`src/rtl/bus_unjam_pkg.sv`:
```
package bus_unjam_pkg;

   typedef enum logic [2:0] {
      ST_IDLE   = 3'd0,
      ST_PREP   = 3'd1,
      ST_SCL_LO = 3'd2,
      ST_SCL_HI = 3'd3,
      ST_SDA_LO = 3'd4,
      ST_SDA_HI = 3'd5,
      ST_DONE   = 3'd6
   } unjam_state_e;

   localparam int unsigned LINE_COUNT = 2;
   localparam int unsigned LINE_SCL   = 0;
   localparam int unsigned LINE_SDA   = 1;

   function automatic logic is_timed(unjam_state_e s);
      return (s != ST_IDLE) && (s != ST_DONE);
   endfunction

   function automatic logic owns_lines(unjam_state_e s);
      return (s != ST_IDLE) && (s != ST_DONE);
   endfunction

endpackage

```
`src/rtl/unjam_sync.sv`:
```
module unjam_sync #(
   parameter int unsigned STAGES    = 2,
   parameter bit          RESET_VAL = 1'b1
) (
   input  logic clk,
   input  logic rst_n,
   input  logic d_i,
   output logic q_o
);

   generate
      if (STAGES < 1) begin : g_bad_stages
         $error("unjam_sync: STAGES must be at least 1");
      end

      if (STAGES == 1) begin : g_single
         logic q_r;
         always_ff @(posedge clk or negedge rst_n) begin
            if (!rst_n) q_r <= RESET_VAL;
            else        q_r <= d_i;
         end
         assign q_o = q_r;
      end else begin : g_chain
         logic [STAGES-1:0] sh_r;
         always_ff @(posedge clk or negedge rst_n) begin
            if (!rst_n) sh_r <= {STAGES{RESET_VAL}};
            else        sh_r <= {sh_r[STAGES-2:0], d_i};
         end
         assign q_o = sh_r[STAGES-1];
      end
   endgenerate

endmodule

```
`src/rtl/unjam_halftimer.sv`:
```
module unjam_halftimer #(
   parameter int unsigned HALF_CYCLES = 625
) (
   input  logic clk,
   input  logic rst_n,
   input  logic run_i,
   output logic expire_o
);

   localparam int unsigned CNT_W = (HALF_CYCLES > 1) ? $clog2(HALF_CYCLES) : 1;
   localparam logic [CNT_W-1:0] LAST = CNT_W'(HALF_CYCLES - 1);

   generate
      if (HALF_CYCLES < 2) begin : g_bad_half
         $error("unjam_halftimer: HALF_CYCLES must be at least 2");
      end
   endgenerate

   logic [CNT_W-1:0] cnt_r;

   assign expire_o = run_i && (cnt_r == LAST);

   always_ff @(posedge clk or negedge rst_n) begin
      if (!rst_n)            cnt_r <= '0;
      else if (!run_i)       cnt_r <= '0;
      else if (cnt_r == LAST) cnt_r <= '0;
      else                   cnt_r <= cnt_r + 1'b1;
   end

endmodule

```
`src/rtl/unjam_ctrl.sv`:
```
module unjam_ctrl
   import bus_unjam_pkg::*;
#(
   parameter int unsigned MAX_PULSES = 9
) (
   input  logic clk,
   input  logic rst_n,
   input  logic req_i,
   input  logic expire_i,
   input  logic scl_s_i,
   input  logic sda_s_i,
   output logic run_o,
   output logic scl_pull_o,
   output logic sda_pull_o,
   output logic own_o,
   output logic engine_en_o,
   output logic done_o,
   output logic stuck_o
);

   localparam int unsigned PC_W = $clog2(MAX_PULSES + 1);
   localparam logic [PC_W-1:0] PC_LAST = PC_W'(MAX_PULSES - 1);

   generate
      if (MAX_PULSES < 1) begin : g_bad_pulses
         $error("unjam_ctrl: MAX_PULSES must be at least 1");
      end
   endgenerate

   unjam_state_e     state_r, state_n;
   logic [PC_W-1:0]  pulses_r;
   logic             stuck_r;
   logic             last_pulse;
   logic             hi_end;

   assign last_pulse = (pulses_r == PC_LAST);
   assign hi_end     = (state_r == ST_SCL_HI) && expire_i;

   // a released SCL phase is timed only once SCL reads high (stretch tolerant)
   assign run_o = is_timed(state_r) && !((state_r == ST_SCL_HI) && !scl_s_i);

   always_comb begin
      state_n = state_r;
      unique case (state_r)
         ST_IDLE:   if (req_i)    state_n = ST_PREP;
         ST_PREP:   if (expire_i) state_n = sda_s_i ? ST_DONE : ST_SCL_LO;
         ST_SCL_LO: if (expire_i) state_n = ST_SCL_HI;
         ST_SCL_HI: if (expire_i) state_n = (sda_s_i || last_pulse) ? ST_SDA_LO : ST_SCL_LO;
         ST_SDA_LO: if (expire_i) state_n = ST_SDA_HI;
         ST_SDA_HI: if (expire_i) state_n = ST_DONE;
         ST_DONE:                 state_n = ST_IDLE;
         default:                 state_n = ST_IDLE;
      endcase
   end

   always_ff @(posedge clk or negedge rst_n) begin
      if (!rst_n) begin
         state_r  <= ST_IDLE;
         pulses_r <= '0;
         stuck_r  <= 1'b0;
      end else begin
         state_r <= state_n;
         if (state_r == ST_IDLE) begin
            pulses_r <= '0;
            if (req_i) stuck_r <= 1'b0;
         end else if (hi_end) begin
            pulses_r <= pulses_r + 1'b1;
            stuck_r  <= !sda_s_i && last_pulse;
         end
      end
   end

   assign scl_pull_o  = (state_r == ST_SCL_LO);
   assign sda_pull_o  = (state_r == ST_SDA_LO);
   assign own_o       = owns_lines(state_r);
   assign engine_en_o = !owns_lines(state_r);
   assign done_o      = (state_r == ST_DONE);
   assign stuck_o     = (state_r == ST_DONE) && stuck_r;

endmodule

```
`src/rtl/bus_unjam_seq.sv`:
```
module bus_unjam_seq
   import bus_unjam_pkg::*;
#(
   parameter int unsigned HALF_CYCLES = 625,
   parameter int unsigned MAX_PULSES  = 9,
   parameter int unsigned SYNC_STAGES = 2
) (
   input  logic clk,
   input  logic rst_n,
   input  logic recover_req_i,
   input  logic scl_i,
   input  logic sda_i,
   output logic scl_pull_o,
   output logic sda_pull_o,
   output logic pin_own_o,
   output logic engine_en_o,
   output logic done_o,
   output logic stuck_o
);

   logic [LINE_COUNT-1:0] line_raw;
   logic [LINE_COUNT-1:0] line_s;
   logic                  run;
   logic                  expire;

   assign line_raw[LINE_SCL] = scl_i;
   assign line_raw[LINE_SDA] = sda_i;

   generate
      for (genvar i = 0; i < LINE_COUNT; i++) begin : g_line_sync
         unjam_sync #(
            .STAGES   (SYNC_STAGES),
            .RESET_VAL(1'b1)
         ) u_sync (
            .clk  (clk),
            .rst_n(rst_n),
            .d_i  (line_raw[i]),
            .q_o  (line_s[i])
         );
      end
   endgenerate

   unjam_halftimer #(
      .HALF_CYCLES(HALF_CYCLES)
   ) u_timer (
      .clk     (clk),
      .rst_n   (rst_n),
      .run_i   (run),
      .expire_o(expire)
   );

   unjam_ctrl #(
      .MAX_PULSES(MAX_PULSES)
   ) u_ctrl (
      .clk        (clk),
      .rst_n      (rst_n),
      .req_i      (recover_req_i),
      .expire_i   (expire),
      .scl_s_i    (line_s[LINE_SCL]),
      .sda_s_i    (line_s[LINE_SDA]),
      .run_o      (run),
      .scl_pull_o (scl_pull_o),
      .sda_pull_o (sda_pull_o),
      .own_o      (pin_own_o),
      .engine_en_o(engine_en_o),
      .done_o     (done_o),
      .stuck_o    (stuck_o)
   );

endmodule

```
`config.mk`:
```
export PLATFORM = sky130hd
export DESIGN_NAME = bus_unjam_seq
export DESIGN_NICKNAME = d
export VERILOG_FILES = /design/src/rtl/bus_unjam_pkg.sv /design/src/rtl/unjam_sync.sv /design/src/rtl/unjam_halftimer.sv /design/src/rtl/unjam_ctrl.sv /design/src/rtl/bus_unjam_seq.sv
export SDC_FILE = /design/constraint.sdc
export NUM_CORES = 1
export LEC_CHECK = 0
export BUFFER_PORTS_ARGS = -buffer_cell sky130_fd_sc_hd__buf_2
export CORE_AREA = 2 2 51 53
export DETAILED_ROUTE_END_ITERATION = 12
export DIE_AREA = 0 0 53 55
export PLACE_DENSITY = 0.71
export SLEW_MARGIN = 20
export SYNTH_ARGS = -nofsm -noshare
export SYNTH_HDL_FRONTEND = slang
export SYNTH_SLANG_ARGS = --single-unit
```
`constraint.sdc`:
```
create_clock -name clk -period 1.5 [get_ports clk]
set_input_delay 0.225 -clock clk [delete_from_list [all_inputs] [get_ports clk]]
set_output_delay 0.225 -clock clk [all_outputs]
set_load 0.01 [all_outputs]
```
==> metrics.txt <==
outcome finished with violations; failing checks setup timing; CTS Buf Count 3; Max Slew Vio Count 0; Slew Limit Headroom 67.17%; Critical Path Max Stage Delay 440 ps; Flop pwr share 50.1%; Largest delay share family, worst path simple AND/OR/NAND/NOR gates; DRT Wirelength around 2.4 mm; Longest Clk Path Bufs 2; first drt pass iteration count 4; clk_lat worst skew 310 ps; skew final 2.411 ps; core area 2365 um2; area grow syn2layout 28.54%; routed vias/inst roughly 5.1; TritonCTS clock tree built; VDD IR-drop max 0.8532 mV; final hold vios 0; vias in the first global route between 800 and 900; critical path depth 5; design area 1488 um2; mapped cell area 1157 um2; Sw Ratio about 29%; final worst-path cycle share 109.6%; setup_tns -791.5 ps; final cell count without fillers 177; DR DRC count 0; worst reg2reg path depth 5; CTS H-Tree Depth 1; Int Pwr 1.128 mW; final estimated routing congestion in global placement 0.8230; slowest cell on the critical path dfrtp_2; Setup crit end kind output port; site row count 18; count of different cell masters after synthesis 38; crit path buf inv count 2; layout cells sized above 1 35.37%; chip height 55 um; Total GRT Usage 17.34%; crit path launch u_ctrl.state_r[1]$_DFFE_PN0P_; width of the die ~53 um; Post-Synthesis Cells 118; Critical Path AT 1420 ps; die area 2915 um2; worst slew pin tran 492.4 ps; mean routed wirelength per cell 13.80 um; power density over the cells 1064 nW/um2; FF+latch count, synth 22; most used flip-flop cell after synthesis dfrtp_1; number of synthesized flops with an enable pin 0; Comb power frac between 20% and 30%; CTS clk-pin slew, worst paths 120 ps; syn avg cell area 9.808 um2; final core occ 62.91%; Storage cell area 559.3 um2; FILL cells 189; fraction of registers with async set/reset 100.0%; Max Cap Viol 0; final worst-path setup slack -143.3 ps; nets about 160; global-route wire length before repair 3.539 mm; required time of the critical path 1270 ps; f_max 0.6085 GHz; crit-path cells nor2b_4 > and2_4 > or2_1 > inv_1 > buf_2; RSZ-0062 raised after global routing true; initial antenna violation count 0; Period minus WS final 1643 ps; CTS Sinks 22; GRT overflow 0; r2r setup slk -90 ps; Reg-to-Reg End u_ctrl.pulses_r[3]$_DFFE_PN0P_; DR iter-0 viols 5; initial core utilization 48.94%; Hold Path Class in -> reg; P_sw 0.4549 mW; DR vias 911; Yosys Warn Count 0; antenna viol nets, final 0; ANT cells 0; Setup Slack @ Placement -33.37 ps; largest net degree at the start of global routing 23; footprint of the multi-input gates 579.3 um2; clock network power share 28.7%; post-synth net total roughly 130; setup violators final 11; leakage about 0.7 nW; Setup CP Type reg -> out; Worst Path Max Fanout 3; Root Buffer clkbuf_4; placed insts 161; Post-DP Area about 1300 um2; post-synthesis sequential area ratio 48.00%; DP Wirelength around 1.4 mm; Top Ports 11; CP startpoint kind flop; PortBufs 10; Worst Setup EP pin_own_o; RR Startpoint u_ctrl.state_r[0]$_DFFE_PN0P_
-- worst reg2reg max path: cells and delay by family, from the launching register on --
family	cells	cell delay (ps)
simple gates	4	890
flops	1	490
buf+inv	1	160
-- logic make-up after synthesis --
kind of cell	Yosys count	share of synthesized area [%]
buffers and inverters	15	5.729
AO/OA/AOI/OAI	16	8.973
AND/OR/NAND/NOR	53	26.92
adder cells (fa/ha/maj)	4	4.324
flip-flops	22	48.00
XOR/XNOR	8	6.053
-- synthesized netlist by cell type, drive strengths merged (3+ instances only) --
master | n | share of area [%]
nor2 | 15 | 5.5
dfstp | 4 | 9.1
xnor2 | 4 | 3.0
inv | 11 | 3.6
nand2 | 8 | 2.6
dfrtp | 18 | 39
nand4 | 3 | 2.9
o211ai | 3 | 1.9
nor3 | 3 | 1.3
nand3 | 7 | 3.0
o21ai | 6 | 2.9
xor2 | 4 | 3.0
buf | 3 | 1.8
ha | 4 | 4.3
-- per-stage QoR --
step,power (mW),hold slack (ps)
finish,1.583,251.2
global route,1.673,251.6
CTS,1.591,199.4
detailed placement,1.127,215.4
global placement,1.112,209.9
floorplan,1.011,-70.59
-- power by group through the flow --
stage / sequential (mW) / combinational [mW] / clock (mW)
3_5_place_dp: 0.801 / 0.326 / 0
4_1_cts: 0.791 / 0.334 / 0.466
5_1_grt: 0.804 / 0.378 / 0.491
3_3_place_gp: 0.798 / 0.314 / 0
2_1_floorplan: 0.795 / 0.215 / 0
6_report: 0.793 / 0.336 / 0.454
-- layout by cell type (no fill, tap or decap), types with 2 or more instances in the layout --
cell	synthesis	final
xor2_1	4	4
o31ai_2	0	2
or3_2	2	2
ha_1	4	4
and3b_1	2	2
o211ai_1	3	3
dlygate4sd3_1	0	3
xnor2_1	4	4
dfstp_2	4	4
a21oi_1	2	2
buf_6	1	4
nor2_1	14	14
dfrtp_2	0	3
nand3_1	7	6
buf_2	2	9
dfrtp_1	18	15
nand2_1	8	8
nand4_1	2	2
inv_1	11	11
buf_4	0	13
clkbuf_4	0	3
o21ai_0	5	4
-- final cells by class --
class | instances | area share, %
multi-input combinational | 81 | 38.94
inverter | 11 | 2.775
timing repair buffer | 29 | 14.63
tap | 30 | 2.523
clock buffer | 3 | 1.514
clock inverter | 1 | 2.018
sequential | 22 | 37.59
-- flip-flops by register name (all words and copies together), names as in the netlist --
register,cells
u_ctrl.stuck_r,1
u_timer.cnt_r,10
u_ctrl.pulses_r,4
g_line_sync.u_sync.g_chain.sh_r,4
u_ctrl.state_r,3
-- layer usage --
metal | wire (um) | up-vias | GRT usage, %
li1 | - | 456 | -
met1 | 1062 | 431 | 21.59
met2 | 1248 | 19 | 27.71
met3 | 89 | 5 | 5.376
met4 | 41 | 0 | 8.120
met5 | 0 | - | 0
-- what timing repair did --
item | CTS | global route
setup buffers | 10 | 0
hold buffers | 3 | 0
endpoints found under the setup margin | 9 | 23
resized for setup | 9 | 9
pin swaps | 5 | 3
hold endpoints to repair | 20 | 0
-- worst min path at each step --
stage	startpoint	endpoint	slack, ps	cells past startpoint
5_1_grt	recover_req_i	u_ctrl.stuck_r$_DFFE_PN0P_	250	4
4_1_cts	recover_req_i	u_ctrl.stuck_r$_DFFE_PN0P_	200	4
3_5_place_dp	rst_n	u_ctrl.pulses_r[3]$_DFFE_PN0P_	220	1
3_3_place_gp	rst_n	u_ctrl.pulses_r[2]$_DFFE_PN0P_	210	1
6_report	recover_req_i	u_ctrl.stuck_r$_DFFE_PN0P_	250	4
2_1_floorplan	rst_n	u_ctrl.pulses_r[0]$_DFFE_PN0P_	-70	0
Note: power is estimated with default switching activity, not from simulation.
